`config.mk`:
```
export PLATFORM = sky130hd
export DESIGN_NAME = simd_array_top
export DESIGN_NICKNAME = d
export VERILOG_FILES = /design/src/rtl/simd_pkg.sv /design/src/rtl/simd_ctrl.sv /design/src/rtl/simd_pe.sv /design/src/rtl/simd_array_top.sv
export SDC_FILE = /design/constraint.sdc
export NUM_CORES = 1
export LEC_CHECK = 0
export BUFFER_PORTS_ARGS = -buffer_cell sky130_fd_sc_hd__buf_2
export CORE_MARGIN = 2
export CORE_UTILIZATION = 60
export CTS_CLUSTER_DIAMETER = 40
export DETAILED_ROUTE_END_ITERATION = 8
export PLACE_DENSITY_LB_ADDON = 0.1
export SLEW_MARGIN = 10
export SYNTH_ARGS = -nofsm -noshare
export SYNTH_HDL_FRONTEND = slang
export SYNTH_SLANG_ARGS = --single-unit
export TNS_END_PERCENT = 10
```
`constraint.sdc`:
```
create_clock -name clk -period 5.8 [get_ports clk]
set_input_delay 1.16 -clock clk [delete_from_list [all_inputs] [get_ports clk]]
set_output_delay 1.16 -clock clk [all_outputs]
set_load 0.01 [all_outputs]
```
`src/rtl/simd_pkg.sv`:
```
package simd_pkg;
  localparam int IW = 16;

  typedef enum logic [3:0] {
    OP_NOP   = 4'h0,
    OP_SLI   = 4'h1,
    OP_SADD  = 4'h2,
    OP_BRZ   = 4'h3,
    OP_JMP   = 4'h4,
    OP_SMASK = 4'h5,
    OP_VLD   = 4'h8,
    OP_VADD  = 4'h9,
    OP_VMUL  = 4'hA,
    OP_VST   = 4'hB,
    OP_VSHN  = 4'hC,
    OP_HALT  = 4'hF
  } opcode_t;

  typedef enum logic [2:0] {
    C_IDLE, C_FETCH, C_DEC, C_EXE, C_DONE
  } cstate_t;
endpackage

```
`src/rtl/simd_ctrl.sv`:
```
module simd_ctrl import simd_pkg::*; #(
  parameter int N_PE       = 4,
  parameter int DW         = 8,
  parameter int PROG_DEPTH = 16,
  parameter int AW         = 4,
  localparam int PCW       = $clog2(PROG_DEPTH)
) (
  input  logic            clk,
  input  logic            rst,
  input  logic            prog_we,
  input  logic [PCW-1:0]  prog_addr,
  input  logic [IW-1:0]   prog_data,
  input  logic            start,
  output logic            busy,
  output logic            done,
  output logic [DW-1:0]   scalar_val,
  output logic [N_PE-1:0] mask_val,
  output logic            vec_valid,
  output opcode_t         vec_op,
  output logic [AW-1:0]   vec_addr
);
  logic [IW-1:0]   imem [PROG_DEPTH];
  logic [IW-1:0]   ir_q;
  logic [PCW-1:0]  pc_q;
  logic [DW-1:0]   sreg_q;
  logic [N_PE-1:0] mask_q;
  cstate_t         st_q;
  opcode_t         op;
  logic [7:0]      imm;
  logic            is_vec;

  assign op       = opcode_t'(ir_q[IW-1:IW-4]);
  assign imm      = ir_q[7:0];
  assign is_vec   = (op == OP_VLD) || (op == OP_VADD) || (op == OP_VMUL) ||
                    (op == OP_VST) || (op == OP_VSHN);
  assign busy     = (st_q == C_FETCH) || (st_q == C_DEC) || (st_q == C_EXE);
  assign done     = (st_q == C_DONE);
  assign scalar_val = sreg_q;
  assign mask_val = mask_q;
  assign vec_valid = (st_q == C_EXE) && is_vec;
  assign vec_op   = op;
  assign vec_addr = ir_q[AW-1:0];

  // Program store: one write port, registered read for block RAM.
  always_ff @(posedge clk) begin
    if (prog_we && !busy) imem[prog_addr] <= prog_data;
    ir_q <= imem[pc_q];
  end

  always_ff @(posedge clk) begin
    if (rst) begin
      st_q   <= C_IDLE;
      pc_q   <= '0;
      sreg_q <= '0;
      mask_q <= '1;
    end else begin
      case (st_q)
        C_IDLE, C_DONE: if (start) begin
          pc_q <= '0;
          st_q <= C_FETCH;
        end
        C_FETCH: st_q <= C_DEC;
        C_DEC:   st_q <= C_EXE;
        C_EXE: begin
          st_q <= C_FETCH;
          pc_q <= pc_q + 1'b1;
          case (op)
            OP_SLI:   sreg_q <= DW'(imm);
            OP_SADD:  sreg_q <= sreg_q + DW'(imm);
            OP_BRZ:   if (sreg_q == '0) pc_q <= imm[PCW-1:0];
            OP_JMP:   pc_q <= imm[PCW-1:0];
            OP_SMASK: mask_q <= imm[N_PE-1:0];
            OP_HALT:  st_q <= C_DONE;
            default:  ;
          endcase
        end
        default: st_q <= C_IDLE;
      endcase
    end
  end

  p_jump_target_r3: assert property (@(posedge clk) disable iff (rst)
    (st_q == C_EXE && op == OP_JMP) |=> pc_q == $past(ir_q[PCW-1:0]));
  p_mask_load_r6: assert property (@(posedge clk) disable iff (rst)
    (st_q == C_EXE && op == OP_SMASK) |=> mask_val == $past(ir_q[N_PE-1:0]));
  p_halt_done_r7: assert property (@(posedge clk) disable iff (rst)
    (st_q == C_EXE && op == OP_HALT) |=> (done && !busy));
  p_done_holds_r7: assert property (@(posedge clk) disable iff (rst)
    (done && !start) |=> done);
endmodule

```
`src/rtl/simd_pe.sv`:
```
module simd_pe import simd_pkg::*; #(
  parameter int DW        = 8,
  parameter int MEM_DEPTH = 16,
  localparam int AW       = $clog2(MEM_DEPTH)
) (
  input  logic          clk,
  input  logic          rst,
  input  logic          ext_we,
  input  logic [AW-1:0] ext_addr,
  input  logic [DW-1:0] ext_wdata,
  input  logic [AW-1:0] rd_addr,
  input  logic          vec_valid,
  input  opcode_t       vec_op,
  input  logic [AW-1:0] vec_addr,
  input  logic          en,
  input  logic [DW-1:0] nb_in,
  output logic [DW-1:0] acc_out,
  output logic [DW-1:0] rd_data
);
  logic [DW-1:0] mem [MEM_DEPTH];
  logic [DW-1:0] rd_q;
  logic [DW-1:0] acc_q;
  logic          act;
  logic          mem_we;
  logic [AW-1:0] wr_addr;
  logic [DW-1:0] wr_data;

  assign act     = vec_valid && en;
  assign mem_we  = ext_we || (act && vec_op == OP_VST);
  assign wr_addr = ext_we ? ext_addr : vec_addr;
  assign wr_data = ext_we ? ext_wdata : acc_q;
  assign acc_out = acc_q;
  assign rd_data = rd_q;

  // Private store: single write port, registered read.
  always_ff @(posedge clk) begin
    if (mem_we) mem[wr_addr] <= wr_data;
    rd_q <= mem[rd_addr];
  end

  always_ff @(posedge clk) begin
    if (rst) begin
      acc_q <= '0;
    end else if (act) begin
      case (vec_op)
        OP_VLD:  acc_q <= rd_q;
        OP_VADD: acc_q <= acc_q + rd_q;
        OP_VMUL: acc_q <= acc_q * rd_q;
        OP_VSHN: acc_q <= nb_in;
        default: ;
      endcase
    end
  end

  p_masked_hold_r5: assert property (@(posedge clk) disable iff (rst)
    (vec_valid && !en) |=> $stable(acc_out));
  p_masked_nowrite_r5: assert property (@(posedge clk) disable iff (rst)
    (vec_valid && !en) |-> !mem_we);
  p_acc_vector_only_r2: assert property (@(posedge clk) disable iff (rst)
    !vec_valid |=> $stable(acc_out));
endmodule

```
`src/rtl/simd_array_top.sv`:
```
module simd_array_top import simd_pkg::*; #(
  parameter int N_PE       = 4,
  parameter int DW         = 8,
  parameter int MEM_DEPTH  = 16,
  parameter int PROG_DEPTH = 16,
  localparam int AW        = $clog2(MEM_DEPTH),
  localparam int PCW       = $clog2(PROG_DEPTH),
  localparam int PEW       = (N_PE > 1) ? $clog2(N_PE) : 1
) (
  input  logic            clk,
  input  logic            rst,
  input  logic            prog_we,
  input  logic [PCW-1:0]  prog_addr,
  input  logic [15:0]     prog_data,
  input  logic            start,
  input  logic            ld_we,
  input  logic [PEW-1:0]  ld_pe,
  input  logic [AW-1:0]   ld_addr,
  input  logic [DW-1:0]   ld_wdata,
  output logic [DW-1:0]   ld_rdata,
  output logic            busy,
  output logic            done,
  output logic [DW-1:0]   scalar_val,
  output logic [N_PE-1:0] mask_val
);
  logic            vec_valid;
  opcode_t         vec_op;
  logic [AW-1:0]   vec_addr;
  logic [AW-1:0]   rd_addr;
  logic [PEW-1:0]  sel_q;
  logic [DW-1:0]   acc_w [N_PE];
  logic [DW-1:0]   rd_w  [N_PE];

  simd_ctrl #(.N_PE(N_PE), .DW(DW), .PROG_DEPTH(PROG_DEPTH), .AW(AW)) u_ctrl (
    .clk(clk), .rst(rst), .prog_we(prog_we), .prog_addr(prog_addr),
    .prog_data(prog_data), .start(start), .busy(busy), .done(done),
    .scalar_val(scalar_val), .mask_val(mask_val), .vec_valid(vec_valid),
    .vec_op(vec_op), .vec_addr(vec_addr)
  );

  assign rd_addr = busy ? vec_addr : ld_addr;

  for (genvar i = 0; i < N_PE; i++) begin : g_pe
    logic [DW-1:0] nb;
    logic          ext_we;
    if (i == 0) begin : g_head
      assign nb = '0;
    end else begin : g_link
      assign nb = acc_w[i-1];
    end
    assign ext_we = ld_we && !busy && (ld_pe == PEW'(i));
    simd_pe #(.DW(DW), .MEM_DEPTH(MEM_DEPTH)) u_pe (
      .clk(clk), .rst(rst), .ext_we(ext_we), .ext_addr(ld_addr),
      .ext_wdata(ld_wdata), .rd_addr(rd_addr), .vec_valid(vec_valid),
      .vec_op(vec_op), .vec_addr(vec_addr), .en(mask_val[i]), .nb_in(nb),
      .acc_out(acc_w[i]), .rd_data(rd_w[i])
    );
  end

  always_ff @(posedge clk) begin
    if (rst) sel_q <= '0;
    else     sel_q <= ld_pe;
  end
  assign ld_rdata = rd_w[sel_q];

  p_no_write_busy_r9: assert property (@(posedge clk) disable iff (rst)
    busy |-> !g_pe[0].ext_we);
endmodule

```
==> flow_summary.json, run 1 <==
{
  "drtIter0Drc": 2042,
  "synth-seq-cells": 801,
  "multi_input_area_mm2": 0.0124,
  "grtUsageTotal_pct": 27.5,
  "htreeDepth": 3,
  "hold_violations": 0,
  "via_per_inst": 6.36,
  "stdcell_count": 3227,
  "synth_edf_count": 704,
  "worstMarginPinSlew_ps": 1240,
  "synth_seq_area_share_pct": 63.4,
  "ant_nets": 0,
  "synth_area_leaders": "edfxtp_1 58%, mux4_2 12%, dfxtp_1 5.3%",
  "grt_max_degree": 75,
  "cts_resized": 0,
  "ir_drop_mv": 0.311,
  "fp.dieW_um": 250,
  "syn_inst": 2276,
  "ys_warn_count": 0,
  "min_period_ps": 4450,
  "grt_overflow": 0,
  "start_util_pct": 60.6,
  "critPathKind": "reg2reg",
  "pin_count": 61,
  "layout.nets": 2547,
  "clockBufferDepth": 3,
  "min_path_type": "reg2reg",
  "yosysTopAreaCellShare_pct": 58.0,
  "fin_crit_sh_pct": 76.7,
  "crit_path_max_incr_delay_ps": 620,
  "vias": 20532,
  "fmax_mhz": 225,
  "powerDensity_mw_per_mm2": 361,
  "cts.sinks": 801,
  "crit_chain": "nand2_1 -> fa_1 -> fa_1 -> inv_1 -> fa_1 -> inv_1 -> fa_1 -> xor2_1 -> xnor3_1 -> xnor3_1 -> xnor3_1 -> a221oi_1 -> a221oi_1",
  "critPathSlowestCell": "dfxtp_1",
  "cp.required_ps": 6310,
  "p_leak_nw": 14.5,
  "ctsHoldBuffers": 0,
  "rsz0062_at_grt": "false",
  "tritoncts": "yes",
  "grt_pass1_vias": 20883,
  "clock_skew_ps": 45.3,
  "worstSetupEndpointType": "flop",
  "fin_ws_ps": 1350,
  "place_hpwl_um": 53500,
  "timing.max_cap.violations": 0,
  "cpMostUsedCell": "fa_1",
  "die-area_mm2": 0.0627,
  "fin_hold_ws_ps": 491,
  "insertion_delay_ps": 670,
  "drive_above_1_share_pct": 21.2,
  "cp_max_fo": 11,
  "portBuffers": 56,
  "cts_buffers": 105,
  "finalWeightedCongestion": 0.889,
  "grt_pass1_wl_um": 128000,
  "post_drt_wl_per_cell_um": 26.0,
  "placed_cells": 3030,
  "drt-total-wl_um": 83900,
  "syn_nets": 2468,
  "setup_viol": 0,
  "path_buf_inv": 2,
  "status": "complete, no violations",
  "cp_top_family": "adder cells",
  "grt_antenna_before_repair": 7,
  "yosys.area.top_type": "edfxtp_1",
  "cp-start-kind": "flop",
  "reg2reg_depth": 13,
  "rows": 90,
  "total_power_mw": 14.8,
  "syn_to_final_growth_pct": 12.7,
  "fin_setup_tns_ps": 0,
  "nFillCells": 3967,
  "drtPass1Iterations": 7,
  "syn_area_mm2": 0.0364,
  "relSlewSlack_pct": 17.4,
  "regArea_mm2": 0.0231,
  "synth_cell_types": 67,
  "core-area_mm2": 0.0601,
  "cp.depth": 13,
  "hold_depth": 1,
  "clk_pin_slew_ps": 50,
  "crit_arrival_ps": 4960,
  "root_buffer": "clkbuf_16",
  "syn_area_per_cell_um2": 16.0,
  "cts_setup_buffers": 0,
  "synth_ff_type": "edfxtp_1",
  "place_ws_ps": 1350,
  "drc_errors": 0,
  "fp.dieH_um": 250,
  "synth_async_sr_flop_share_pct": 0,
  "slew_viol_final": 0
}
-- layout by cell type (no fill, tap or decap), drive strengths merged, types with 11 or more instances in the layout --
cell type,count
dfxtp,97
a211oi,12
nor2,135
mux4,196
xor2,29
mux2,27
a21o,13
a22oi,64
xnor2,46
ha,100
a222oi,20
inv,146
edfxtp,704
mux2i,12
nand2b,19
nor2b,14
fa,53
clkbuf,121
nor3,23
xnor3,11
a21oi,52
o21ai,28
buf,87
a311oi,17
nand2,184
and2,79
a221oi,15
nand3,13
clkinv,30
-- per-layer routing --
metal	share of wire (%)	global-route usage, %	up-vias
met5	0.11	0	-
met4	2.6	9.80	14
met3	8.4	5.83	151
met2	47	41.9	888
met1	42	39.8	10500
li1	-	-	8979
-- cells in the mapped netlist, types with 27 or more instances --
master	number
a21oi_1	51
a22oi_1	64
and2_1	78
buf_2	41
clkbuf_1	45
dfxtp_1	97
edfxtp_1	704
fa_1	53
ha_1	100
inv_1	119
mux2_2	27
mux4_2	196
nand2_1	184
nor2_1	135
o21ai_0	28
xnor2_1	46
xor2_1	29
-- final timing paths --
check	start	end	slack, ps
setup / recovery	g_pe[1].u_pe.acc_out[1]$_SDFFE_PP0P_	g_pe[1].u_pe.acc_out[7]$_SDFFE_PP0P_	1350
hold / removal	u_ctrl.st_q[2]$_SDFFE_PP0P_	u_ctrl.st_q[1]$_SDFFE_PP0P_	490
setup reg to reg	g_pe[1].u_pe.acc_out[1]$_SDFFE_PP0P_	g_pe[1].u_pe.acc_out[7]$_SDFFE_PP0P_	1350
hold reg to reg	u_ctrl.st_q[2]$_SDFFE_PP0P_	u_ctrl.st_q[1]$_SDFFE_PP0P_	490
-- area by class of cell --
class                      instances  share of cell area, %
sequential                       801                   56.2
antenna                            2                 0.0122
clock inverter                    74                   1.85
multi-input combinational       1241                   30.2
inverter                         119                   1.09
tap                              782                   2.38
clock buffer                     121                   6.87
timing repair buffer              87                   1.34
-- report_power, final --
| group | switching (mW) | internal [mW] | total [mW] |
|---|---|---|---|
| logic | 0.911 | 0.709 | 1.62 |
| registers | 0.315 | 6.40 | 6.72 |
| clock network | 2.60 | 3.87 | 6.47 |
-- per-stage QoR --
stage | util, % | cell area (um2)
after detailed placement | 62.3 | 37500
final | 68.3 | 41100
after floorplan | - | 36400
after global routing | 68.3 | 41100
after CTS | 68.3 | 41100
after global placement | 62.3 | 37500
-- state kept, by name, indices dropped and copies added, names as in the netlist --
signal             flops
u_ctrl.st_q            3
g_pe.u_pe.acc_out     32
u_ctrl.mask_val        4
sel_q                  2
u_ctrl.scalar_val      8
u_ctrl.pc_q            4
g_pe.u_pe.rd_data     32
u_ctrl.ir_q           12
g_pe.u_pe.mem        512
u_ctrl.imem          192
-- cell families (layout without fill, tap and decap cells) --
kind of cell,Yosys count,in the layout,share of synthesized area [%]
adder cells (fa/ha/maj),154,154,6.38
AND/OR/NAND/NOR,499,499,6.47
other,0,2,0
buffers and inverters,234,401,2.74
multiplexers,235,235,13.3
AO/OA/AOI/OAI,267,267,5.28
flip-flops,801,801,63.4
XOR/XNOR,86,86,2.48
No activity file was read; power rests on OpenSTA's default activity.
==> run 2: changes to the inputs <==
==> constraint.sdc (replaced) <==
create_clock -name clk -period 4.4 [get_ports clk]
set_input_delay 0.88 -clock clk [delete_from_list [all_inputs] [get_ports clk]]
set_output_delay 0.88 -clock clk [all_outputs]
set_load 0.01 [all_outputs]
==> run 2 against run 1 <==
Via count grew 1.2%. Count of clock-buffer cells in the layout rose by 2. Worst setup slack got worse by 1200 ps. Clock skew is 9.8 ps lower. Total power up 31%. Die area stayed put. Sequential share of layout area decreased by 0.54 points. Maximum frequency is 5.8% higher. Flip-flop and latch count stayed put. Register-to-register slack lost 1200 ps. Critical path depth rose by 1. Highest routed layer unchanged.
==> flow_summary.json, run 2 (synthesis gave the netlist of run 1 again) <==
{
  "timing.max_cap.violations": 0,
  "regMostFlops": "g_pe.u_pe.mem",
  "powerDensity_mw_per_mm2": 468,
  "clock_skew_ps": 35.5,
  "min_period_ps": 4210,
  "grt_antenna_before_repair": 2,
  "fmax_mhz": 238,
  "largest_reg_flops": 512,
  "cts_buffers": 100,
  "relSlewSlack_pct": 12.4,
  "layout.nets": 2611,
  "cts_setup_buffers": 0,
  "grt_pass1_wl_um": 130000,
  "pin_count": 61,
  "die-area_mm2": 0.0627,
  "place_hpwl_um": 56500,
  "rows": 90,
  "drt-total-wl_um": 86000,
  "final_common_cell": "edfxtp_1",
  "cts.sinks": 801,
  "worstSetupEndpointType": "flop",
  "root_buffer": "clkbuf_16",
  "grt_pass1_vias": 21203,
  "setup_viol": 0,
  "ir_drop_mv": 0.379,
  "drc_errors": 0,
  "critPathKind": "reg2reg",
  "p_leak_nw": 14.8,
  "status": "complete, no violations",
  "post_drt_wl_per_cell_um": 26.2,
  "via_per_inst": 6.32,
  "fin_setup_tns_ps": 0,
  "finalWeightedCongestion": 0.916,
  "reg_top3": "g_pe.u_pe.mem: 512 flops, u_ctrl.imem: 192 flops",
  "tritoncts": "yes",
  "rsz0062_at_grt": "false",
  "cp_max_fo": 6,
  "syn_to_final_growth_pct": 13.9,
  "cp-start-kind": "flop",
  "grt_overflow": 0,
  "vias": 20776,
  "cp.required_ps": 4870,
  "slew_viol_final": 0,
  "htreeDepth": 3,
  "clk_pin_slew_ps": 60,
  "portBuffers": 56,
  "core-area_mm2": 0.0601,
  "drtIter0Drc": 2026,
  "grtUsageTotal_pct": 28.1,
  "drtPass1Iterations": 6,
  "ant_nets": 0,
  "fin_crit_sh_pct": 95.6,
  "grt_max_degree": 53,
  "start_util_pct": 60.6,
  "min_path_type": "reg2reg",
  "final_cell_mix": "704 x edfxtp_1, 196 x mux4_2, 184 x nand2_1, 131 x nor2_1, 119 x inv_1",
  "final_util_pct": 69.0,
  "worstMarginPinSlew_ps": 1310,
  "drive_above_1_share_pct": 23.3,
  "fp.dieH_um": 250,
  "crit_arrival_ps": 4670,
  "insertion_delay_ps": 660,
  "hold_violations": 0,
  "fp.dieW_um": 250,
  "clockBufferDepth": 3
}
## run 2: layout make-up
cell class / count / area [um2]
sequential: 801 / 23100
fill: 4034 / 18600
multi-input combinational: 1241 / 12400
clock buffer: 123 / 2700
timing repair buffer: 156 / 1110
tap: 782 / 978
clock inverter: 63 / 737
inverter: 119 / 447
antenna: 1 / 2.50
## run 2: metal layers
| layer | up-vias | share of wire (%) | global-route usage (%) |
|---|---|---|---|
| li1 | 9093 | - | - |
| met1 | 10634 | 41 | 40.2 |
| met2 | 878 | 47 | 43.2 |
| met3 | 169 | 8.3 | 5.49 |
| met4 | 2 | 3.6 | 11.5 |
| met5 | - | 0.014 | 0 |
## run 2: path summary, 6_finish.rpt
kind	from	end	slack, ps	cells past startpoint
setup / recovery	g_pe[0].u_pe.acc_out[2]$_SDFFE_PP0P_	g_pe[0].u_pe.acc_out[7]$_SDFFE_PP0P_	190	14
hold / removal	u_ctrl.ir_q[4]$_DFF_P_	u_ctrl.scalar_val[4]$_SDFFE_PP0P_	480	2
setup reg to reg	g_pe[0].u_pe.acc_out[2]$_SDFFE_PP0P_	g_pe[0].u_pe.acc_out[7]$_SDFFE_PP0P_	190	14
hold reg to reg	u_ctrl.ir_q[4]$_DFF_P_	u_ctrl.scalar_val[4]$_SDFFE_PP0P_	480	2
## run 2: what timing repair did
item	4_1_cts	5_1_grt
hold buffers	0	0
setup endpoints to repair	0	4
resized for setup	0	13
## run 2: report_power, final
part	total [mW]	switching [mW]	internal (mW)
Combinational	2.35	1.32	1.03
Sequential	8.78	0.334	8.44
Clock	8.29	3.26	5.03
Total	19.4	4.91	14.5
## run 2: worst max-delay path: stages, from the launching register on
cell and delay [ps]:
dfxtp_1 390, ha_2 250, fa_1 430, fa_1 450, ha_1 290, inv_1 50, fa_1 490, inv_1 50
ha_1 310, a21o_1 190, a21oi_1 160, xnor3_1 230, xnor3_1 390, a221oi_2 230, a221oi_1 130
## run 2: metrics by stage
step | hold WS (ps) | power, mW | instance area (um2) | instances | setup slack, ps
final | 481 | 19.4 | 41500 | 3286 | 193
after CTS | 489 | 19.5 | 41500 | 3285 | 102
after detailed placement | 481 | 11.3 | 38000 | 3099 | 105
after global routing | 501 | 20.0 | 41500 | 3285 | 15.4
after floorplan | 439 | 10.3 | 36400 | 2276 | 363
after global placement | 457 | 11.2 | 38000 | 3099 | 204
